File: src/rtl/cslow_pkg.sv
package cslow_pkg;

  // Width of a thread index; at least one bit so ports stay legal for C=1.
  function automatic int tid_bits(input int n);
    return (n > 1) ? $clog2(n) : 1;
  endfunction

endpackage

File: src/rtl/cslow_thread_ctr.sv
module cslow_thread_ctr #(
  parameter int THREADS = 3,
  parameter int TW      = 2
) (
  input  logic          clk,
  input  logic          rst,
  output logic [TW-1:0] tid
);

  localparam logic [TW-1:0] LAST = TW'(THREADS - 1);

  generate
    if (THREADS == (1 << TW)) begin : g_pow2
      // Natural rollover already wraps at THREADS.
      always_ff @(posedge clk) begin
        if (rst) tid <= '0;
        else     tid <= tid + 1'b1;
      end
    end else begin : g_modulo
      // Explicit wrap keeps the unused upper index values out of reach.
      always_ff @(posedge clk) begin
        if (rst)              tid <= '0;
        else if (tid == LAST) tid <= '0;
        else                  tid <= tid + 1'b1;
      end
    end
  endgenerate

endmodule

File: src/rtl/cslow_addr_join.sv
module cslow_addr_join #(
  parameter int TW = 2,
  parameter int AW = 4
) (
  input  logic [TW-1:0]    tid,
  input  logic [AW-1:0]    addr,
  output logic [TW+AW-1:0] phys
);

  // Thread index on top: each thread owns one contiguous 2**AW slice.
  assign phys = {tid, addr};

endmodule

File: src/rtl/cslow_ram_core.sv
module cslow_ram_core #(
  parameter int WORDS = 48,
  parameter int IW    = 6,
  parameter int DW    = 16
) (
  input  logic          clk,
  input  logic          we,
  input  logic [IW-1:0] idx,
  input  logic [DW-1:0] wdata,
  output logic [DW-1:0] rdata
);

  logic [DW-1:0] mem [WORDS];

  // Read-first single port; no reset so block RAM can be inferred.
  always_ff @(posedge clk) begin
    if (we) mem[idx] <= wdata;
    rdata <= mem[idx];
  end

endmodule

File: src/rtl/cslow_ram.sv
module cslow_ram #(
  parameter  int THREADS = 3,
  parameter  int AW      = 4,
  parameter  int DW      = 16,
  localparam int TW      = cslow_pkg::tid_bits(THREADS)
) (
  input  logic          clk,
  input  logic          rst,
  input  logic [AW-1:0] addr,
  input  logic [DW-1:0] wdata,
  input  logic          we,
  output logic [TW-1:0] cur_tid,
  output logic [DW-1:0] rdata,
  output logic [TW-1:0] rd_tid,
  output logic          rd_valid
);

  localparam int DEPTH = 1 << AW;
  localparam int WORDS = THREADS * DEPTH;
  localparam int IW    = TW + AW;

  logic [IW-1:0] phys;

  cslow_thread_ctr #(.THREADS(THREADS), .TW(TW)) u_ctr (
    .clk (clk),
    .rst (rst),
    .tid (cur_tid)
  );

  cslow_addr_join #(.TW(TW), .AW(AW)) u_join (
    .tid  (cur_tid),
    .addr (addr),
    .phys (phys)
  );

  cslow_ram_core #(.WORDS(WORDS), .IW(IW), .DW(DW)) u_core (
    .clk   (clk),
    .we    (we & ~rst),
    .idx   (phys),
    .wdata (wdata),
    .rdata (rdata)
  );

  // Response tag travels alongside the one-cycle read.
  always_ff @(posedge clk) begin
    if (rst) begin
      rd_tid   <= '0;
      rd_valid <= 1'b0;
    end else begin
      rd_tid   <= cur_tid;
      rd_valid <= 1'b1;
    end
  end

endmodule

File: config.mk
export PLATFORM = sky130hd
export DESIGN_NAME = cslow_ram
export DESIGN_NICKNAME = d
export VERILOG_FILES = /design/src/rtl/cslow_pkg.sv /design/src/rtl/cslow_thread_ctr.sv /design/src/rtl/cslow_addr_join.sv /design/src/rtl/cslow_ram_core.sv /design/src/rtl/cslow_ram.sv
export SDC_FILE = /design/constraint.sdc
export NUM_CORES = 1
export LEC_CHECK = 0
export BUFFER_PORTS_ARGS = -buffer_cell sky130_fd_sc_hd__buf_2
export CORE_MARGIN = 4
export CORE_UTILIZATION = 62
export CTS_CLUSTER_DIAMETER = 80
export DETAILED_ROUTE_END_ITERATION = 8
export PLACE_DENSITY = 0.85
export SLEW_MARGIN = 5
export SYNTH_ARGS = -nofsm -noshare
export SYNTH_HDL_FRONTEND = slang
export SYNTH_SLANG_ARGS = --single-unit
File: constraint.sdc
create_clock -name clk -period 3.5 [get_ports clk]
set_input_delay 0.7 -clock clk [delete_from_list [all_inputs] [get_ports clk]]
set_output_delay 0.7 -clock clk [all_outputs]
set_load 0.02 [all_outputs]
# Word-level counts from Yosys, hierarchy flattened
# Memories as Yosys holds them, arrays and structs flattened. A register that Yosys moved wholly into a read port is not among the register bits.
# Cells that the tools add are included.
# Widths: inputs -> output; s select.
# totals
reg_bits	5
mem_bits_rw	768
in_bits	23
out_inout_bits	21
elab_cells	12
n_memories	1
# memory_table
memory	depth	word_bits	read_ports	rd_ports_with_merged_regs	write_ports	line	rtl
u_core.mem	48	16	1	1	1	cslow_ram_core.sv:13	logic [DW-1:0] mem [WORDS];
# op_classes
add_sub_neg	1
n_eq_ne	1
n_mux	3
bitwise	2
reduce_logical	1
# op_table
cell	count
$mux 1	3
$add 2x1->2 const B	1
$eq 2x2->1 const B	1
$reduce_or 2->1	1
$and 1x1->1	1
$not 1->1	1

# Logic depth before layout (Yosys ltp)
# depth
depth_word	4
mapped_depth	10
ltp_nobuf	5

# Modules after synthesis
# Synthesis repeated with hierarchy kept, for this count alone.
# unflattened
cells_unflattened	1715
hier_area_um2	30351.6
# by_module_without_submodules
module	instances	cells_per_inst	area_per_inst_um2	seq_area_each_um2
cslow_ram_core	1	1696	30147.7	23382.4
cslow_ram	1	7	82.6	60.1
cslow_thread_ctr	1	6	76.3	40.0
cslow_addr_join	1	6	45.0	0.0

# Worst setup path before layout
# OpenSTA, ideal clock, no wires.
# synth_path
path_type	input -> register
startpoint	in addr[2]
endpoint	mem u_core.mem[20][0], enable pin
setup_ns	0.389
arrival_time_ns	2.528
required_ns	3.111
path_slack_ns	0.584
path_stages	8
cell_sequence	buf_6 > buf_6 > buf_4 > buf_4 > buf_2 > buf_2 > nand2_1 > nor2_1
# synth_lines
element	line	rtl
start: declaration	cslow_ram.sv:9	input logic [AW-1:0] addr,
end: declaration	cslow_ram_core.sv:13	
# No word-level cell before the write port.

==> flow_summary.ini <==
[worst_setup_path]
path_max_fanout = 42
r2r_cells = 4
crit_type = input port to register
reg2reg_to = u_core.rdata[14]
end_kind = register
startpoint_type = input port
critPathArrivalTime_ns = 3.41
cp.required_ns = 3.90
worstReg2RegStart = u_ctr.tid[1]
reg2reg_slack_ns = 1.17

[timing]
tightest_slew_ns = 1.24
period_share = 0.863
rsz0062_at_grt = false
fmax_mhz = 331
tns_ns = 0
report.final.slew_viol_count = 0
max-slew-margin-rel = 0.168
setup_viol = 0
finalHoldViolCount = 0
skew_ns = 0.0375
min_period_ns = 3.02
fin_hold_ws_ns = 0.383

[layout]
post-route-util = 0.707
area_growth_pct = 13.1
final_nets = 1850
fin_cells = 2549
drive_gt1_frac = 0.221
num_antenna_cells = 0
fillers = 2799

[die]
pin_count = 44
core.rowCount = 81
dieArea_sq_um = 52800
initial_core_util = 0.625
die_h_um = 230
core_area_sq_um = 48800
die_w_um = 230

[placement]
finalWeightedCongestion = 0.976
portBuffers = 43
dp.final_hpwl_um = 50300
dp_cells = 2412

[detailed_routing]
drt_iter0_drc = 3701
dr.pass1.iters = 8
vias = 18900
ant_nets = 0
wl_per_cell_um = 34.8
viasPerCell = 7.40
routed_wl_um = 88800
remaining_drc_errors = 0

[grt]
grt_pass1_wl_um = 128000
grt.busiest_layer = met2
grt_pass1_vias = 18100
met1_usage = 0.451
grt-ovfl-total = 0
grt_max_degree = 79
grt_use_met3 = 0.0979
grt_usage = 0.334
grt_util_met2 = 0.497
antenna_found_initial = 2

[clocking]
cts_hold_buf = 0
clkTransAtPathRegs_ns = 0.06
tritoncts = done
postCtsSetupBuffers = 0
cts_sinks = 789
htreeDepth = 3
cts_buffers = 74
clock_latency_ns = 0.64
cts-root-buf = clkbuf_16
cts_resized = 0
ctsLongestPathBuffers = 3

[logic_synthesis]
async_flop_share = 0
ys_seq_area_frac = 0.769
synth_fp_nets = 1712
ys_seq_elements = 789
yosys_warnings = 0
syn-cell-area_sq_um = 30500
syn_avg_cell_area_sq_um = 18.1
netlist_instances = 1686
synth_edf_count = 768
ys_types = 69
ys.flop_type = edfxtp_1

[power]
power_density_nw_per_um2 = 589
ir_drop_mv = 0.434
leakage_nw = 11.3

[min_path]
worstHoldStart = rst
hold_path.class = input port to register
hold_end = rd_valid
holdPathStages = 2

[run_status]
status = finished, final reports clean

[run]
maxCapViolCount = 0
-- placed cells by master (no fill, tap or decap), types with 38 or more instances in the layout --
master and instances:
a21oi_1 45, a221oi_1 80, a22oi_1 59, buf_2 40, buf_4 122, clkbuf_16 77, edfxtp_1 768, mux2_2 82
mux2i_1 83, nand2_1 55, nor2_1 72, o21ai_0 38
-- worst max-delay path, stage by stage --
cell and delay [ns]:
clkbuf_8 0.37, and2b_1 0.38, buf_4 0.28, a221oi_1 0.31, nor2_1 0.12, o311ai_1 0.88, o211ai_1 0.36
-- state kept, by name, indices dropped and copies added (netlist names) --
register / cells
rd_tid: 2
rd_valid: 1
u_core.mem: 768
u_core.rdata: 16
u_ctr.tid: 2
-- how the worst max path moves through the flow --
stage / startpoint / to / slack (ns) / cells past startpoint
after global placement: addr[2] / u_core.rdata[1] / 0.25 / 7
final: addr[0] / u_core.rdata[14] / 0.48 / 7
after CTS: addr[2] / u_core.rdata[1] / 0.86 / 7
after detailed placement: addr[2] / u_core.rdata[1] / 0.23 / 7
after floorplan: addr[2] / u_core.mem[20][0] / 0.58 / 8
after global routing: addr[0] / u_core.rdata[14] / 0.55 / 7
-- area by class of cell --
class | count | area, sq um | area share
repair buffers | 172 | 1300 | 0.0375
flip-flops and latches | 789 | 23500 | 0.680
well taps | 664 | 831 | 0.0241
clock inverters | 48 | 518 | 0.0150
clock buffers | 89 | 1970 | 0.0571
inverters | 9 | 33.8 | 0.000978
multi-input cells | 778 | 6400 | 0.185
-- power by group --
part	switching [mW]	internal [mW]
clock	3.48	4.78
sequential	0.0953	10.5
combinational	1.09	0.436
total	4.67	15.7
-- cell usage after synthesis (27+ instances only) --
cell	instances	area [sq um]
edfxtp_1	768	23100
mux2i_1	83	831
mux2_2	82	923
a221oi_1	80	701
nor2_1	72	270
a22oi_1	59	443
buf_2	56	280
nand2_1	55	206
a21oi_1	45	225
o21ai_0	38	190
mux4_2	33	743
o211ai_1	27	203
-- metrics by stage --
| step | setup WS [ns] | power, mW | area, sq um |
|---|---|---|---|
| 6_report | 0.481 | 20.4 | 34500 |
| 5_1_grt | 0.547 | 20.8 | 34500 |
| 3_5_place_dp | 0.231 | 12.2 | 32000 |
| 4_1_cts | 0.864 | 20.3 | 34500 |
| 2_1_floorplan | 0.584 | 11.4 | 30500 |
| 3_3_place_gp | 0.251 | 12.2 | 32000 |
-- cells by family (layout without fill, tap and decap cells) --
logic type / after synthesis / after routing / share of synthesized area
buf+inv: 119 / 318 / 0.0216
mux: 202 / 202 / 0.0837
compound gates: 384 / 384 / 0.0958
fa+ha+maj: 3 / 3 / 0.00123
simple gates: 189 / 189 / 0.0284
flops: 789 / 789 / 0.769
-- metal layers --
layer  part of all wire  wire length (um)
met4              0.067              5970
met5            0.00014                12
met2               0.45             39700
met3               0.16             14100
met1               0.33             29000
Note: power is estimated with default switching activity, not from simulation.
